==> src/rtl/fft_seq_pkg.sv <==
package fft_seq_pkg;

  typedef enum logic [1:0] {
    SQ_IDLE = 2'd0,
    SQ_RUN  = 2'd1,
    SQ_GAP  = 2'd2,
    SQ_DONE = 2'd3
  } seq_state_e;

endpackage

==> src/rtl/fft_seq_ctrl.sv <==
module fft_seq_ctrl
  import fft_seq_pkg::*;
#(
  parameter int N = 16
) (
  input  logic                          clk,
  input  logic                          rst_n,
  input  logic                          start,
  output logic [$clog2($clog2(N)+1)-1:0] stage_q,
  output logic                          rd_en_q,
  output logic                          wr_en_q,
  output logic                          done_q,
  output logic                          nxt_stage_first,
  output logic                          nxt_half_first,
  output logic                          nxt_half,
  output logic                          nxt_wr
);

  localparam int NSTG = $clog2(N);
  localparam int HB   = N / 4;
  localparam int CW   = $clog2(HB + 1);
  localparam int SW   = $clog2(NSTG + 1);

  seq_state_e       st_q, st_d;
  logic [SW-1:0]    stage_d;
  logic             half_q, half_d;
  logic [CW-1:0]    cnt_q, cnt_d;
  logic             nxt_rd;
  logic             seq_adv;

  // next-state decode
  always_comb begin
    st_d    = st_q;
    stage_d = stage_q;
    half_d  = half_q;
    cnt_d   = cnt_q;
    unique case (st_q)
      SQ_IDLE: begin
        if (start) begin
          st_d    = SQ_RUN;
          stage_d = SW'(1);
          half_d  = 1'b0;
          cnt_d   = '0;
        end
      end
      SQ_RUN: begin
        if (cnt_q == CW'(HB)) begin
          cnt_d = '0;
          if (!half_q) begin
            half_d = 1'b1;
          end else if (stage_q == SW'(NSTG)) begin
            st_d = SQ_DONE;
          end else begin
            st_d = SQ_GAP;
          end
        end else begin
          cnt_d = cnt_q + CW'(1);
        end
      end
      SQ_GAP: begin
        st_d    = SQ_RUN;
        stage_d = stage_q + SW'(1);
        half_d  = 1'b0;
        cnt_d   = '0;
      end
      SQ_DONE: begin
        st_d = SQ_IDLE;
      end
      default: st_d = SQ_IDLE;
    endcase
  end

  assign nxt_rd          = (st_d == SQ_RUN) && (cnt_d != CW'(HB));
  assign nxt_wr          = (st_d == SQ_RUN) && (cnt_d != '0);
  assign nxt_half_first  = (st_d == SQ_RUN) && (cnt_d == '0);
  assign nxt_stage_first = nxt_half_first && !half_d;
  assign nxt_half        = half_d;

  // clock enable: the sequencer only moves while running or on a start request
  assign seq_adv = (st_q != SQ_IDLE) || start;

  always_ff @(posedge clk or negedge rst_n) begin
    if (!rst_n) begin
      st_q    <= SQ_IDLE;
      stage_q <= '0;
      half_q  <= 1'b0;
      cnt_q   <= '0;
      rd_en_q <= 1'b0;
      wr_en_q <= 1'b0;
      done_q  <= 1'b0;
    end else if (seq_adv) begin
      st_q    <= st_d;
      stage_q <= stage_d;
      half_q  <= half_d;
      cnt_q   <= cnt_d;
      rd_en_q <= nxt_rd;
      wr_en_q <= nxt_wr;
      done_q  <= (st_d == SQ_DONE);
    end
  end


  stage_range_chk: assert property (@(posedge clk) disable iff (!rst_n)
    rd_en_q |-> (stage_q >= SW'(1)) && (stage_q <= SW'(NSTG)));


  write_lag_chk: assert property (@(posedge clk) disable iff (!rst_n)
    wr_en_q |-> ($past(rd_en_q) || $past(wr_en_q)));


  drain_chk: assert property (@(posedge clk) disable iff (!rst_n)
    $fell(rd_en_q) |-> wr_en_q);


  done_pulse_chk: assert property (@(posedge clk) disable iff (!rst_n)
    done_q |=> !done_q);


  done_quiet_chk: assert property (@(posedge clk) disable iff (!rst_n)
    done_q |-> !rd_en_q && !wr_en_q);

endmodule

==> src/rtl/fft_seq_rdgen.sv <==
module fft_seq_rdgen #(
  parameter int N = 16
) (
  input  logic                           clk,
  input  logic                           rst_n,
  input  logic                           stage_first,
  input  logic                           rd_en_q,
  input  logic [$clog2($clog2(N)+1)-1:0] stage_q,
  output logic [$clog2(N)-2:0]           rd_addr_q,
  output logic [$clog2(N)-2:0]           tw_addr_q
);

  localparam int AW = $clog2(N);
  localparam int HW = AW - 1;

  logic [HW-1:0] rd_addr_d, tw_addr_d;
  logic [AW-1:0] stride;
  logic [AW-1:0] tw_sum;
  logic          gen_adv;

  assign stride  = AW'(N >> stage_q);
  assign tw_sum  = {1'b0, tw_addr_q} + stride;
  assign gen_adv = stage_first || rd_en_q;

  always_comb begin
    rd_addr_d = rd_addr_q;
    tw_addr_d = tw_addr_q;
    if (stage_first) begin
      rd_addr_d = '0;
      tw_addr_d = '0;
    end else if (rd_en_q) begin
      rd_addr_d = rd_addr_q + HW'(1);
      tw_addr_d = tw_sum[HW-1:0];
    end
  end

  always_ff @(posedge clk or negedge rst_n) begin
    if (!rst_n) begin
      rd_addr_q <= '0;
      tw_addr_q <= '0;
    end else if (gen_adv) begin
      rd_addr_q <= rd_addr_d;
      tw_addr_q <= tw_addr_d;
    end
  end


  rd_step_chk: assert property (@(posedge clk) disable iff (!rst_n)
    rd_en_q && $past(rd_en_q) |-> rd_addr_q == $past(rd_addr_q) + HW'(1));


  tw_start_chk: assert property (@(posedge clk) disable iff (!rst_n)
    $past(stage_first) |-> tw_addr_q == '0);

endmodule

==> src/rtl/fft_seq_wrgen.sv <==
module fft_seq_wrgen #(
  parameter int N = 16
) (
  input  logic                 clk,
  input  logic                 rst_n,
  input  logic                 half_first,
  input  logic                 half_sel,
  input  logic                 wr_next,
  input  logic                 wr_en_q,
  output logic [$clog2(N)-2:0] wr_a_q,
  output logic [$clog2(N)-2:0] wr_b_q
);

  localparam int HW = $clog2(N) - 1;

  logic [HW-1:0] wr_a_d, wr_b_d;
  logic [HW-1:0] lane_a, lane_b;
  logic          wr_adv;

  // lane offsets trade places in the second half of a stage
  assign lane_a = half_sel ? HW'(1) : HW'(0);
  assign lane_b = half_sel ? HW'(0) : HW'(1);
  assign wr_adv = half_first || wr_next;

  always_comb begin
    wr_a_d = wr_a_q;
    wr_b_d = wr_b_q;
    if (half_first) begin
      wr_a_d = lane_a - HW'(2);
      wr_b_d = lane_b - HW'(2);
    end else if (wr_next) begin
      wr_a_d = wr_a_q + HW'(2);
      wr_b_d = wr_b_q + HW'(2);
    end
  end

  always_ff @(posedge clk or negedge rst_n) begin
    if (!rst_n) begin
      wr_a_q <= '0;
      wr_b_q <= '0;
    end else if (wr_adv) begin
      wr_a_q <= wr_a_d;
      wr_b_q <= wr_b_d;
    end
  end


  wr_step_chk: assert property (@(posedge clk) disable iff (!rst_n)
    wr_en_q && $past(wr_en_q) |-> wr_a_q == $past(wr_a_q) + HW'(2));


  wr_lane_chk: assert property (@(posedge clk) disable iff (!rst_n)
    wr_en_q |-> wr_a_q[0] != wr_b_q[0]);

endmodule

==> src/rtl/fft_stage_seq.sv <==
module fft_stage_seq #(
  parameter int N = 16
) (
  input  logic                           clk,
  input  logic                           rst_n,
  input  logic                           start,
  output logic                           rd_en,
  output logic [$clog2(N)-2:0]           rd_addr,
  output logic                           rd_swap,
  output logic [$clog2(N)-2:0]           tw_addr,
  output logic                           wr_en,
  output logic [$clog2(N)-2:0]           wr_addr_a,
  output logic [$clog2(N)-2:0]           wr_addr_b,
  output logic                           src_bank,
  output logic [$clog2($clog2(N)+1)-1:0] stage_num,
  output logic                           done
);

  localparam int AW = $clog2(N);
  localparam int SW = $clog2(AW + 1);

  logic          stage_first, half_first, half_sel, wr_next;
  logic [SW-1:0] stage_q;
  logic          rd_en_q, wr_en_q, done_q;

  fft_seq_ctrl #(.N(N)) u_ctrl (
    .clk             (clk),
    .rst_n           (rst_n),
    .start           (start),
    .stage_q         (stage_q),
    .rd_en_q         (rd_en_q),
    .wr_en_q         (wr_en_q),
    .done_q          (done_q),
    .nxt_stage_first (stage_first),
    .nxt_half_first  (half_first),
    .nxt_half        (half_sel),
    .nxt_wr          (wr_next)
  );

  fft_seq_rdgen #(.N(N)) u_rdgen (
    .clk         (clk),
    .rst_n       (rst_n),
    .stage_first (stage_first),
    .rd_en_q     (rd_en_q),
    .stage_q     (stage_q),
    .rd_addr_q   (rd_addr),
    .tw_addr_q   (tw_addr)
  );

  fft_seq_wrgen #(.N(N)) u_wrgen (
    .clk        (clk),
    .rst_n      (rst_n),
    .half_first (half_first),
    .half_sel   (half_sel),
    .wr_next    (wr_next),
    .wr_en_q    (wr_en_q),
    .wr_a_q     (wr_addr_a),
    .wr_b_q     (wr_addr_b)
  );

  assign rd_en     = rd_en_q;
  assign wr_en     = wr_en_q;
  assign done      = done_q;
  assign stage_num = stage_q;
  assign src_bank  = ~stage_q[0];
  assign rd_swap   = rd_addr[0];


  reset_quiet_chk: assert property (@(posedge clk)
    !rst_n |-> !rd_en && !wr_en && !done);


  stage_gap_chk: assert property (@(posedge clk) disable iff (!rst_n)
    rd_en && !$past(rd_en) && !$past(wr_en) && $past(stage_num) != 0
      |-> $past(done) || $past(stage_num) != stage_num);

endmodule

==> config.mk <==
export PLATFORM = sky130hd
export DESIGN_NAME = fft_stage_seq
export DESIGN_NICKNAME = d
export VERILOG_FILES = /design/src/rtl/fft_seq_pkg.sv /design/src/rtl/fft_seq_ctrl.sv /design/src/rtl/fft_seq_rdgen.sv /design/src/rtl/fft_seq_wrgen.sv /design/src/rtl/fft_stage_seq.sv
export SDC_FILE = /design/constraint.sdc
export NUM_CORES = 1
export LEC_CHECK = 0
export BUFFER_PORTS_ARGS = -buffer_cell sky130_fd_sc_hd__buf_2
export CAP_MARGIN = 20
export CELL_PAD_IN_SITES_DETAIL_PLACEMENT = 1
export CELL_PAD_IN_SITES_GLOBAL_PLACEMENT = 2
export CORE_UTILIZATION = 35
export CTS_CLUSTER_DIAMETER = 120
export DETAILED_ROUTE_END_ITERATION = 10
export PLACE_DENSITY = 0.82
export SLEW_MARGIN = 20
export SYNTH_ARGS = -nofsm -noshare
export SYNTH_HDL_FRONTEND = slang
export SYNTH_HIERARCHICAL = 1
export SYNTH_SLANG_ARGS = --single-unit
==> constraint.sdc <==
create_clock -name clk -period 2.6 [get_ports clk]
set_clock_uncertainty 0.2 [all_clocks]
set_input_delay 0.13 -clock clk [delete_from_list [all_inputs] [get_ports clk]]
set_output_delay 0.13 -clock clk [all_outputs]
set_load 0.02 [all_outputs]
==> impl_metrics.env <==
export IMPL_slew_viol_final=0
export IMPL_pwr_share_clk_pct=9.8
export IMPL_row_count=21
export IMPL_ys_warn_count=6
export IMPL_drive_above_1_share_pct=30.9
export IMPL_layout_commonest_cell="dfrtp_1"
export IMPL_path_cells="nor3b_1, ha_1, inv_1, fa_1, nand2b_1, mux2i_1, mux2_1"
export IMPL_ctsHoldBuffers=1
export IMPL_clk_pin_slew_ns=0.08
export IMPL_diodes=0
export IMPL_cts_setup_buffers=0
export IMPL_p_comb_share_pct=57.2
export IMPL_p_sw_mw=0.968
export IMPL_min_path_cells=4
export IMPL_path_buf_inv=1
export IMPL_hold_end="u_ctrl/half_q"
export IMPL_cts_resized=0
export IMPL_seqPwrFrac_pct=33.0
export IMPL_worstRegToRegCells=7
export IMPL_p_int_mw=1.22
export IMPL_dieArea_um2=4030
export IMPL_seq_area_frac_synth_pct=45.4
export IMPL_dieWidth_um=63.5
export IMPL_crit_path_start_kind="flop"
export IMPL_firstDrtPassIters=4
export IMPL_regArea_um2=601
export IMPL_htreeDepth=1
export IMPL_clk_path_buf_depth=2
export IMPL_cts_root_buf="clkbuf_8"
export IMPL_syn_inst=125
export IMPL_drt_vias_per_instance=5.09
export IMPL_via_count=1008
export IMPL_ios=23
export IMPL_finalCoreUtilization_pct=44.7
export IMPL_r2r_end="u_rdgen/tw_addr_q[2]"
export IMPL_path_max_fanout=8
export IMPL_p_per_area_nw_per_um2=1410
export IMPL_ys_ff_latch=24
export IMPL_yosys_area_top_type_share_pct=45.4
export IMPL_wl_per_cell_um=14.2
export IMPL_synth_area_top_cells="dfrtp_1 (45%), ha_1 (5.7%), mux2i_1 (3.8%)"
export IMPL_dp_slack_ns=0.248
export IMPL_grt_pass1_vias=1072
export IMPL_grt_first_pass_wirelength_mm=4.87
export IMPL_critPathTopFamily="adder cells"
export IMPL_required_ns=2.55
export IMPL_finalWorstPathRequiredPeriod_ns=2.34
export IMPL_ir_drop_v=0.000756
export IMPL_syn_area_per_cell_um2=10.6
export IMPL_leakagePower_nw=0.737
export IMPL_multi_input_area_um2=653
export IMPL_fin_tns_setup_ns=0
export IMPL_die_h_um=63.5
export IMPL_max_freq_mhz=427
export IMPL_finalWeightedCongestion=0.742
export IMPL_startpoint="u_ctrl/stage_q[2]"
export IMPL_initial_utilization_pct=38.2
export IMPL_remaining_drc_errors=0
export IMPL_maxCapViolations=0
export IMPL_tightestPinTransition_ns=0.544
export IMPL_finalHoldViolCount=0
export IMPL_rsz0062_at_grt="no"
export IMPL_coreArea_um2=3470
export IMPL_crit_type="flop to flop"
export IMPL_rr_startpoint="u_ctrl/stage_q[2]"
export IMPL_antenna_found_initial=0
export IMPL_cp_arrival_ns=2.29
export IMPL_mostFrequentLayoutCells="dfrtp_1 (24), buf_2 (22), inv_1 (11), nor2_1 (10), nand2_1 (8)"
export IMPL_status="completed"
export IMPL_slowest_stage="dfrtp_1"
export IMPL_grt_ovfl_total=0
export IMPL_timing_slew_headroom_pct=63.7
export IMPL_switching_share_pct=44.2
export IMPL_hp_class="input pin to flop"
export IMPL_area_delta_synth_final_pct=17.2
export IMPL_ff2ff_setup_slack_ns=0.26
export IMPL_fill_cells=414
export IMPL_drtIter0Drc=46
export IMPL_cp_end_kind="flop"
export IMPL_setup_slack_ns=0.257
export IMPL_min_delay_start="start"
export IMPL_grt_total_usage_pct=15.6
export IMPL_dp_hpwl_mm=2.16
export IMPL_fin_crit_sh_pct=90.1
export IMPL_nets=164
export IMPL_grt_max_degree=25
export IMPL_synth_top_area_cell="dfrtp_1"
export IMPL_synth_area_um2=1320
export IMPL_max_stage_delay_ns=0.49
export IMPL_synth_nets=135
export IMPL_clk_latency_ns=0.26
export IMPL_cts_buffers=3
export IMPL_ys_types=43
export IMPL_cts_sinks=24
export IMPL_ant_nets=0
export IMPL_setup_viol_count_final=0
export IMPL_tritoncts="built"
export IMPL_routed_wl_mm=2.81
export IMPL_port_buffers=22
[cell usage after synthesis, drive strengths merged]
cell type	instances
a31oi	1
nor2b	1
o31ai	1
a21oi	6
nor3	2
a21o	1
o21bai	4
mux2i	5
a22o	2
nor4bb	1
a32o	1
nor2	10
buf	4
xor2	1
inv	11
nand3b	2
o21ai	6
nand2b	4
nand3	2
xnor2	3
or2b	1
dfrtp	24
nor4b	1
nand2	8
ha	6
mux2	4
fa	1
and3	2
a21boi	2
o211ai	1
o32a	1
and2b	1
nor3b	2
and2	2
a211oi	1
[stage by stage]
stage	hold slack, ns	cells	total power [mW]	area (µm²)
2_1_floorplan	-0.366	125	1.60	1320
3_3_place_gp	-0.0507	194	1.93	1500
3_5_place_dp	-0.0473	194	1.99	1500
4_1_cts	0.0264	198	2.22	1550
5_1_grt	0.0394	198	2.39	1550
6_report	0.0199	198	2.19	1550
[kinds of logic (layout without fill, tap and decap cells)]
kind of cell               count (synthesis)  after routing  share of synthesized area (%)
AOI/OAI and AO/OA                         27             27                           14.7
adders and majority gates                  7              7                           7.18
xor gates and xnor gates                   4              4                           2.65
and+or+nand+nor                           39             39                           17.6
muxes                                      9              9                           7.18
DFF                                       24             24                           45.4
buffers and inverters                     15             42                           5.29
[layer usage]
metal | global-route usage (%) | share of wire, % | vias up
li1 | - | - | 482
met1 | 18.2 | 45 | 509
met2 | 28.2 | 52 | 15
met3 | 4.53 | 3.1 | 2
met4 | 2.56 | 0.46 | 0
met5 | 0 | 0 | -
[worst min-delay path: stages]
cell and delay (ns):
buf_2 0.13, nor2_1 0.05, nand2_1 0.06, o21ai_0 0.07
[how the worst max path moves through the flow]
stage,to,slack [ns],depth (start not counted)
6_report,u_rdgen/tw_addr_q[2],0.26,7
5_1_grt,u_rdgen/tw_addr_q[2],0.13,7
4_1_cts,u_rdgen/tw_addr_q[2],0.23,7
3_5_place_dp,u_rdgen/tw_addr_q[2],0.25,7
3_3_place_gp,u_rdgen/tw_addr_q[2],0.33,7
2_1_floorplan,u_rdgen/tw_addr_q[2],0.39,7
[layout make-up]
type | count | area share (%)
multi-input cells | 86 | 42.1
flip-flops and latches | 24 | 38.7
repair buffers | 28 | 10.2
well taps | 46 | 3.71
clock buffers | 3 | 2.66
inverters | 11 | 2.66
[flip-flops by register name, indices dropped and copies added, names as in the netlist]
name and flops:
u_ctrl/done_q 1, u_ctrl/st_q 2, u_ctrl/half_q 1, u_ctrl/wr_en_q 1, u_rdgen/tw_addr_q 3, u_wrgen/wr_a_q 3, u_ctrl/stage_q 3, u_ctrl/rd_en_q 1
u_wrgen/wr_b_q 3, u_ctrl/cnt_q 3, u_rdgen/rd_addr_q 3
[power groups by stage]
stage          clock, mW  sequential (mW)  combinational, mW
2_1_floorplan          0            0.817              0.778
3_3_place_gp           0            0.711               1.21
3_5_place_dp           0            0.728               1.26
4_1_cts            0.225            0.723               1.27
5_1_grt            0.241            0.753               1.40
6_report           0.216            0.722               1.25
No activity file was read; power rests on OpenSTA's default activity.
